--- src/rtl/flash_erase_ctl.sv ---
module flash_erase_ctl #(
  parameter int ADDR_W   = 16,
  parameter int DATA_W   = 8,
  parameter int NUM_SECT = 16,
  parameter int WPS      = 4,
  parameter int WIN_CYC  = 40
) (
  input  logic              clk,
  input  logic              rst_n,
  input  logic              we,
  input  logic [ADDR_W-1:0] addr,
  input  logic [DATA_W-1:0] wdata,
  input  logic              rd,
  output logic [DATA_W-1:0] rdata,
  output logic              busy,
  output logic              win_closed
);
  localparam int SB = $clog2(NUM_SECT);
  localparam int WB = $clog2(WPS);
  localparam int NW = NUM_SECT * WPS;
  localparam int CW = $clog2(WIN_CYC + 1);
  localparam logic [11:0] A_ONE = 12'h555;
  localparam logic [11:0] A_TWO = 12'h2AA;
  localparam logic [DATA_W-1:0] D_AA   = DATA_W'(8'hAA);
  localparam logic [DATA_W-1:0] D_55   = DATA_W'(8'h55);
  localparam logic [DATA_W-1:0] D_SET  = DATA_W'(8'h80);
  localparam logic [DATA_W-1:0] D_CHIP = DATA_W'(8'h10);
  localparam logic [DATA_W-1:0] D_SECT = DATA_W'(8'h30);
  localparam logic [DATA_W-1:0] D_SUSP = DATA_W'(8'hB0);

  typedef enum logic [3:0] {
    S_IDLE, S_U1, S_U2, S_SET, S_U4, S_U5, S_WIN, S_ERASE, S_SUSP
  } st_t;

  st_t                st;
  logic [NUM_SECT-1:0] sel;
  logic               chip;
  logic [CW-1:0]      cnt;
  logic [SB-1:0]      sidx;
  logic [WB-1:0]      widx;
  logic [1:0]         ph;
  logic               tog;
  logic [DATA_W-1:0]  mem [NW];

  wire at_one   = addr[11:0] == A_ONE;
  wire at_two   = addr[11:0] == A_TWO;
  wire unl_a    = at_one && wdata == D_AA;
  wire unl_b    = at_two && wdata == D_55;
  wire cmd_sect = wdata == D_SECT;
  wire cmd_susp = wdata == D_SUSP;
  wire [SB-1:0] wsect = addr[ADDR_W-1 -: SB];
  wire [SB+WB-1:0] ridx = {wsect, addr[WB-1:0]};
  wire [SB+WB-1:0] eidx = {sidx, widx};
  wire cur_sel  = sel[sidx];
  wire last_w   = widx == WB'(WPS - 1);
  wire sect_adv = !cur_sel || (ph == 2'd2 && last_w);
  wire susp_req = we && cmd_susp && !chip;
  wire done     = st == S_ERASE && !susp_req && sect_adv && sidx == SB'(NUM_SECT - 1);
  wire erasing  = st == S_ERASE && !susp_req && cur_sel;

  assign busy       = st == S_WIN || st == S_ERASE;
  assign win_closed = st == S_ERASE || st == S_SUSP;
  assign rdata      = busy ? DATA_W'({1'b0, tog, 2'b00, win_closed, 3'b000}) : mem[ridx];

  always_ff @(posedge clk or negedge rst_n) begin
    if (!rst_n) begin
      st <= S_IDLE; sel <= '0; chip <= 1'b0; cnt <= '0;
      sidx <= '0; widx <= '0; ph <= 2'd0; tog <= 1'b0;
    end else begin
      if (rd && busy) tog <= ~tog;
      case (st)
        S_IDLE: if (we) st <= unl_a ? S_U1 : S_IDLE;
        S_U1:   if (we) st <= unl_b ? S_U2 : S_IDLE;
        S_U2:   if (we) st <= (at_one && wdata == D_SET) ? S_SET : S_IDLE;
        S_SET:  if (we) st <= unl_a ? S_U4 : S_IDLE;
        S_U4:   if (we) st <= unl_b ? S_U5 : S_IDLE;
        S_U5: if (we) begin
          if (at_one && wdata == D_CHIP) begin
            st <= S_ERASE; sel <= '1; chip <= 1'b1;
            sidx <= '0; widx <= '0; ph <= 2'd0;
          end else if (cmd_sect) begin
            st <= S_WIN; sel <= '0; sel[wsect] <= 1'b1; cnt <= '0;
          end else st <= S_IDLE;
        end
        S_WIN: begin
          if (we) begin
            if (cmd_sect) begin
              sel[wsect] <= 1'b1; cnt <= '0;
            end else if (cmd_susp) st <= S_SUSP;
            else begin
              st <= S_IDLE; sel <= '0;
            end
          end else if (cnt == CW'(WIN_CYC - 1)) begin
            st <= S_ERASE; sidx <= '0; widx <= '0; ph <= 2'd0;
          end else cnt <= cnt + 1'b1;
        end
        S_ERASE: begin
          if (susp_req) st <= S_SUSP;
          else if (done) begin
            st <= S_IDLE; sel <= '0; chip <= 1'b0;
          end else if (sect_adv) begin
            sidx <= sidx + 1'b1; widx <= '0; ph <= 2'd0;
          end else begin
            case (ph)
              2'd0: begin
                widx <= last_w ? '0 : widx + 1'b1;
                if (last_w) ph <= 2'd1;
              end
              2'd1: if (mem[eidx] == '0) begin
                widx <= last_w ? '0 : widx + 1'b1;
                if (last_w) ph <= 2'd2;
              end
              default: widx <= widx + 1'b1;
            endcase
          end
        end
        S_SUSP: st <= S_SUSP;
        default: st <= S_IDLE;
      endcase
    end
  end

  always_ff @(posedge clk or negedge rst_n) begin
    if (!rst_n) begin
      for (int i = 0; i < NW; i++) mem[i] <= DATA_W'(64 + i);
    end else if (erasing) begin
      case (ph)
        2'd0:    mem[eidx] <= '0;
        2'd1:    if (mem[eidx] != '0) mem[eidx] <= '0;
        default: mem[eidx] <= '1;
      endcase
    end
  end

  p_retrig_r3: assert property (@(posedge clk) disable iff (!rst_n)
    (st == S_WIN && we && cmd_sect) |=> (st == S_WIN && cnt == '0 && sel[$past(wsect)]));
  p_close_r4: assert property (@(posedge clk) disable iff (!rst_n)
    $rose(win_closed) |-> $past(st == S_WIN || st == S_U5));
  p_abort_r5: assert property (@(posedge clk) disable iff (!rst_n)
    (st == S_WIN && we && !cmd_sect && !cmd_susp) |=> (st == S_IDLE && sel == '0));
  p_ignore_r7: assert property (@(posedge clk) disable iff (!rst_n)
    (st == S_ERASE && !done && !susp_req) |=> (st == S_ERASE && $stable(sel)));
  p_done_r8: assert property (@(posedge clk) disable iff (!rst_n)
    done |=> (!busy && !win_closed && sel == '0));
  p_toggle_r9: assert property (@(posedge clk) disable iff (!rst_n)
    (busy && rd) |=> tog != $past(tog));
  p_suspend_r10: assert property (@(posedge clk) disable iff (!rst_n)
    (busy && susp_req) |=> (st == S_SUSP && !busy && win_closed));
endmodule

--- config.mk ---
export PLATFORM = sky130hd
export DESIGN_NAME = flash_erase_ctl
export DESIGN_NICKNAME = d
export VERILOG_FILES = /design/src/rtl/flash_erase_ctl.sv
export SDC_FILE = /design/constraint.sdc
export NUM_CORES = 1
export LEC_CHECK = 0
export BUFFER_PORTS_ARGS = -buffer_cell sky130_fd_sc_hd__buf_4
export CAP_MARGIN = 20
export CORE_ASPECT_RATIO = 0.9
export CORE_MARGIN = 2
export CORE_UTILIZATION = 51
export CTS_CLUSTER_DIAMETER = 200
export DETAILED_ROUTE_END_ITERATION = 10
export GPL_TIMING_DRIVEN = 0
export MAX_ROUTING_LAYER = met4
export PLACE_DENSITY = 0.74
export SLEW_MARGIN = 20
export SYNTH_ARGS = -nofsm -noshare
export SYNTH_HDL_FRONTEND = slang
export SYNTH_SLANG_ARGS = --single-unit
export TNS_END_PERCENT = 30
--- constraint.sdc ---
create_clock -name clk -period 2.6 [get_ports clk]
set_input_delay 0.26 -clock clk [delete_from_list [all_inputs] [get_ports clk]]
set_output_delay 0.26 -clock clk [all_outputs]
set_load 0.03 [all_outputs]
==> results of run 1 <==
[power by group through the flow]
stage	sequential [mW]	clock [mW]	combinational (mW)
4_1_cts	2.56	3.05	0.482
6_report	2.56	3.06	0.504
5_1_grt	2.56	3.14	0.526
2_1_floorplan	2.61	0	0.226
3_5_place_dp	2.61	0	0.446
3_3_place_gp	2.61	0	0.440
[how the worst min path moves through the flow]
| stage | startpoint | endpoint | slack, ns | cells after the start |
|---|---|---|---|---|
| floorplan | rst_n | asynchronous set/reset pin | -0.04 | 0 |
| global placement | sel[4]$_DFFE_PN0P_ | sel[4]$_DFFE_PN0P_ | 0.47 | 1 |
| detailed placement | rst_n | asynchronous set/reset pin | 0.27 | 1 |
| CTS | rd | tog$_DFFE_PN0P_ | 0.07 | 3 |
| global route | rd | tog$_DFFE_PN0P_ | 0.10 | 3 |
| finish | rd | tog$_DFFE_PN0P_ | 0.07 | 3 |
[through the flow]
step | instance area (um^2) | total power, mW
global placement | 11400 | 3.05
detailed placement | 11400 | 3.05
finish | 13200 | 6.12
floorplan | 10800 | 2.83
CTS | 12800 | 6.09
global route | 13200 | 6.23
[routing by layer]
layer / share of wire / vias to the layer above
met5: 0 / -
met3: 0.11 / 215
met2: 0.43 / 790
met4: 0.061 / 0
li1: - / 4260
met1: 0.39 / 5038
[layout make-up]
cell class / instances / area share
sequential: 164 / 0.316
buffer: 77 / 0.0436
tap: 286 / 0.0271
clock buffer: 19 / 0.0335
multi-input combinational: 829 / 0.508
clock inverter: 13 / 0.0184
inverter: 14 / 0.00492
timing repair inverter: 1 / 0.000378
timing repair buffer: 69 / 0.0470
antenna: 1 / 0.000189
[what timing repair did]
item / 4_1_cts / 5_1_grt
setup endpoints to repair: 162 / 153
hold endpoints to repair: 55 / 0
cloned: 1 / 1
buffers inserted: 16 / 17
pin swaps: 28 / 13
resized for setup: 161 / 69
hold buffers: 1 / 0
[logic make-up after synthesis]
kind of cell	after synthesis	synth area share
adder cells (fa/ha/maj)	3	0.00348
buffers and inverters	98	0.0378
AND/OR/NAND/NOR	348	0.156
XOR/XNOR	3	0.00243
multiplexers	224	0.251
AO/OA/AOI/OAI	251	0.162
flip-flops	164	0.387
[tightest hold or removal path: cells and delay by family]
kind                      cells  cell delay [ns]
buffers and inverters         1             0.11
xor gates and xnor gates      1             0.06
and+or+nand+nor               1             0.06
[layout by cell type (no fill, tap or decap), types with 8 or more instances in the layout]
cell       count
clkbuf_4      10
a32oi_1       12
a21oi_1       50
inv_1         10
mux4_2        21
nor2_1        92
mux2i_1       48
mux2_1        18
o2bb2ai_1      8
o211ai_1      12
buf_6         18
nor2b_1       17
o2bb2ai_2      8
nand3_1       26
dfstp_2       64
nor2_2        12
dfrtp_1       98
clkbuf_16     18
nand2b_1      15
o21ai_0       33
buf_4         66
nor3_1        10
mux2_2       135
a22oi_1        8
clkbuf_1      28
nand4_1       15
nand2_1       84
a31oi_1       24
==> results.toml, run 1 <==
[timing]
fmax_mhz = 352
final.period_utilization = 1.09
slew_headroom = 0.323
worst_pin_slew_ns = 1.01
hold_viol = 0
period_needed_ns = 2.84
setup_viol = 12
skew_ns = 0.0127
tns_ns = -0.879
holdWs_ns = 0.0671
rsz0062_at_grt = "yes"
slew_violations = 0
setup_ws_ns = -0.238

[final_layout]
final_cells = 1473
seq_area_um2 = 4190
fillers = 1707
layout-drive-gt1-share = 0.392
nets = 1204
multiInputGateArea_um2 = 6730
synthToLayoutAreaGrowth_pct = 22.5
post-route-util = 0.637

[synth]
yosys-top-cells-count = "mux2_2 (135), nor2_1 (110), dfrtp_1 (100)"
synth_area_leaders = "dfrtp_1 (23%), dfstp_2 (16%), mux2_2 (14%)"
syn_area_um2 = 10800
synth.top_cell.area_share = 0.232
synth_area_per_cell_um2 = 9.90
synth_edf_count = 0
netlist_instances = 1091
ys_types = 78
async_reset_ff_frac = 1.00
synth_largest_area_cell = "dfrtp_1"
synth_seq_cells = 164
synth.most_common_cell = "mux2_2"
synth-main-ff-cell = "dfrtp_1"
synthesis.nets = 1122
yosysWarningCount = 0
seq_area_frac_synth = 0.387

[global_routing]
busiest_layer = "met2"
overflow = 0
grt_pass1_vias = 10200
met2_usage = 0.564
use_met3 = 0.112
antenna_found_initial = 1
grt_max_degree = 91
grtUsageMet1 = 0.513
grt_usage = 0.399
grt_pass1_wl_um = 63200

[route]
avgRoutedWirePerCell_um = 29.2
vias = 10300
via_per_inst = 6.99
drc = 0
wl_um = 43100
ant_nets = 0
firstDrtPassIters = 6
drt_iter0_markers = 1292

[worst_setup_path]
worstSetupPathDepth = 8
crit_path_end = "rdata[1]"
max_stage_delay_ns = 0.52
start_kind = "flip-flop"
path_class = "flip-flop to output port"
worstPathRequired_ns = 2.34
arrival_ns = 2.58
cp_cell_sequence = "mux4_2 > mux2i_2 > nor3_1 > nor4_1 > o21ai_1 > nor4_1 > nor2_1 > buf_4"
crit_family = "multiplexers"
r2r_start = "sidx[3]$_DFFE_PN0P_"
crit_fanout = 4
slowest_stage = "mux4_2"
r2r-end = "st[1]$_DFFE_PN0P_"
worst_setup_path_end_kind = "output port"
reg2reg_depth = 8
crit_buf_inv = 1
cpMostUsedCell = "nor4_1"
rrSetupSlack_ns = -0.01

[clocking]
root_buffer = "clkbuf_16"
clkLatencyLatePin_ns = 0.46
cts_tree = "done"
path_clk_slew_ns = 0.07
clock_path_buffers = 2
cts_buffers = 17
cts-htree-levels = 4
clock-sinks = 164

[placement]
dpl.cell_count = 1411
post-place-ws_ns = -1.24
place_hpwl_um = 28800
gp_congestion = 1.11
io_buffers = 33

[floorplan]
die_x_um = 157
die_h_um = 142
fp.dieArea_um2 = 22400
initial_core_util = 0.520
core_um2 = 20800
io_pins = 38
rows = 50

[pwr]
ir_drop_uv = 335
comb_power_share = 0.082
p_leak_nw = 5.35
p_sw_mw = 1.55
p_sw_frac = 0.253
p_int_mw = 4.57
p_clk_frac = 0.499
powerDensity_nw_per_um2 = 463
seqPwrFrac = 0.419

[run_status]
status = "finished with violations"
violations = "setup timing"

[hold_path]
hold_class = "primary input to flip-flop"

[job]
max-cap-violations = 0
No activity file was read; power rests on OpenSTA's default activity.
==> run 2: changes to the inputs <==
CORE_UTILIZATION = 56   (was 51)
PLACE_DENSITY = 0.77   (was 0.74)
clock period = 2.7 ns   (was 2.6 ns; I/O delays follow)
==> run 2 against run 1 <==
The flow still finishes with violations (setup timing). Critical endpoint unchanged. Sequential cell count did not move. Clock power decreased by 12%. First-iteration DRC count rose by 16%. Register-to-register slack is essentially flat. Global-route usage up 2.6 points. Power fell by 8.3%. Sequential share of layout area grew 1.1 points. Worst hold slack better by 0.019 ns. Sequential power fell by 4%. Utilization up 3.5 points. Via count grew 0.14%.
==> results.toml, run 2 (synthesis gave the netlist of run 1 again) <==
[final_layout]
synthToLayoutAreaGrowth_pct = 18.4
nets = 1198
final_cells = 1434
final_common_cell = "mux2_2"
layout-drive-gt1-share = 0.362
layout_common_cells = "mux2_2 (135), nor2_1 (99), dfrtp_1 (99)"
post-route-util = 0.672

[global_routing]
overflow = 0
antenna_found_initial = 3
grt_usage = 0.424
grt_pass1_wl_um = 61400
grt_pass1_vias = 10100
grt_max_degree = 100

[worst_setup_path]
path_class = "flip-flop to output port"
reg2reg_depth = 7
rrSetupSlack_ns = -0.01
worstPathRequired_ns = 2.43
arrival_ns = 2.58
crit_fanout = 2
cp_cell_sequence = "mux4_2 > mux2i_2 > nor3_2 > nor4_2 > o21ai_1 > nor4_1 > nor2_1 > buf_4"
max_stage_delay_ns = 0.49
slowest_stage = "mux4_2"
worst_setup_path_end_kind = "output port"
start_kind = "flip-flop"
crit_family = "simple AND/OR/NAND/NOR gates"
crit_buf_inv = 1
r2r_start = "st[3]$_DFFE_PN0P_"

[placement]
gp_congestion = 1.16
place_hpwl_um = 28900
post-place-ws_ns = -1.09
io_buffers = 33
dpl.cell_count = 1375

[timing]
fmax_mhz = 351
holdWs_ns = 0.0864
setup_ws_ns = -0.150
period_needed_ns = 2.85
setup_viol = 12
skew_ns = 0.0138
final.period_utilization = 1.06
slew_headroom = 0.403
slew_violations = 0
rsz0062_at_grt = "yes"
hold_viol = 0
worst_pin_slew_ns = 0.892

[run_status]
violations = "setup timing"
status = "finished with violations"

[route]
drc = 0
via_per_inst = 7.19
avgRoutedWirePerCell_um = 29.1
drt_iter0_markers = 1493
wl_um = 41700
vias = 10300
ant_nets = 0
firstDrtPassIters = 10

[hold_path]
hold_depth = 3
holdCritStartpoint = "rd"
hold_end = "tog$_DFFE_PN0P_"
hold_class = "primary input to flip-flop"

[clocking]
clock-sinks = 164
clock_path_buffers = 2
clkLatencyLatePin_ns = 0.45
cts_buffers = 17
path_clk_slew_ns = 0.07
cts_tree = "done"
root_buffer = "clkbuf_16"
cts-htree-levels = 4

[floorplan]
fp.dieArea_um2 = 20400
rows = 48
core_um2 = 19000
io_pins = 38
die_h_um = 136
die_x_um = 150
initial_core_util = 0.567

[job]
max-cap-violations = 0

[pwr]
p_leak_nw = 5.24
powerDensity_nw_per_um2 = 439
finalPower_mw = 5.62
ir_drop_uv = 357
run 2: cell count changes in the layout (fill, tap and decap cells not counted), sizes merged:
cell	delta
diode	+3
clkinv	+2
bufinv	-2
clkinvlp	-1
buf	-5
run 2: timing repair:
action / CTS / global route
hold endpoints to repair: 50 / 0
buffers inserted: 15 / 13
pin swaps: 13 / 10
resized for setup: 121 / 54
setup endpoints to repair: 161 / 110
hold buffers: 1 / 0
run 2: worst register-to-register path: cells and delay by family, from the launching register on:
kind               cells  cell delay [ns]
and+or+nand+nor        5             1.55
DFF                    1             0.51
muxes                  1             0.35
AOI/OAI and AO/OA      1             0.19
run 2: per-layer routing:
layer	vias to the layer above	routed length, um	GRT usage
met1	5008	15800	0.541
met2	814	17500	0.596
met3	250	5450	0.127
li1	4245	-	-
met4	0	2910	0.250
met5	-	0	-
run 2: per-stage QoR:
stage	instance area (um^2)	TNS (ns)
2_1_floorplan	10800	0
3_3_place_gp	11400	-85.64
3_5_place_dp	11400	-91.08
4_1_cts	12500	-0.404
5_1_grt	12800	-1.76
6_report	12800	-0.568
run 2: worst max path at each step:
| stage | to | slack, ns | cells after the start |
|---|---|---|---|
| 3_3_place_gp | rdata[0] | -1.08 | 12 |
| 4_1_cts | rdata[1] | -0.11 | 8 |
| 6_report | rdata[1] | -0.15 | 8 |
| 5_1_grt | rdata[1] | -0.20 | 8 |
| 3_5_place_dp | widx[0]$_DFFE_PN0P_ | -1.09 | 9 |
| 2_1_floorplan | rdata[7] | 0.09 | 8 |
run 2: layout make-up:
cell class,count,area [um^2]
fillers,1446,6250
multi-input cells,829,6540
plain buffers,78,543
diodes,4,10.0
clock inverters,13,200
repair buffers,63,510
clock buffers,19,433
flip-flops and latches,164,4190
well taps,250,313
inverters,14,57.6
run 2: power breakdown:
part           internal [mW]  leakage, nW  switching [mW]  total [mW]
registers               2.46         2.05         0.00532        2.47
clock network           1.57        0.303            1.11        2.68
logic                  0.153         2.89           0.314       0.467
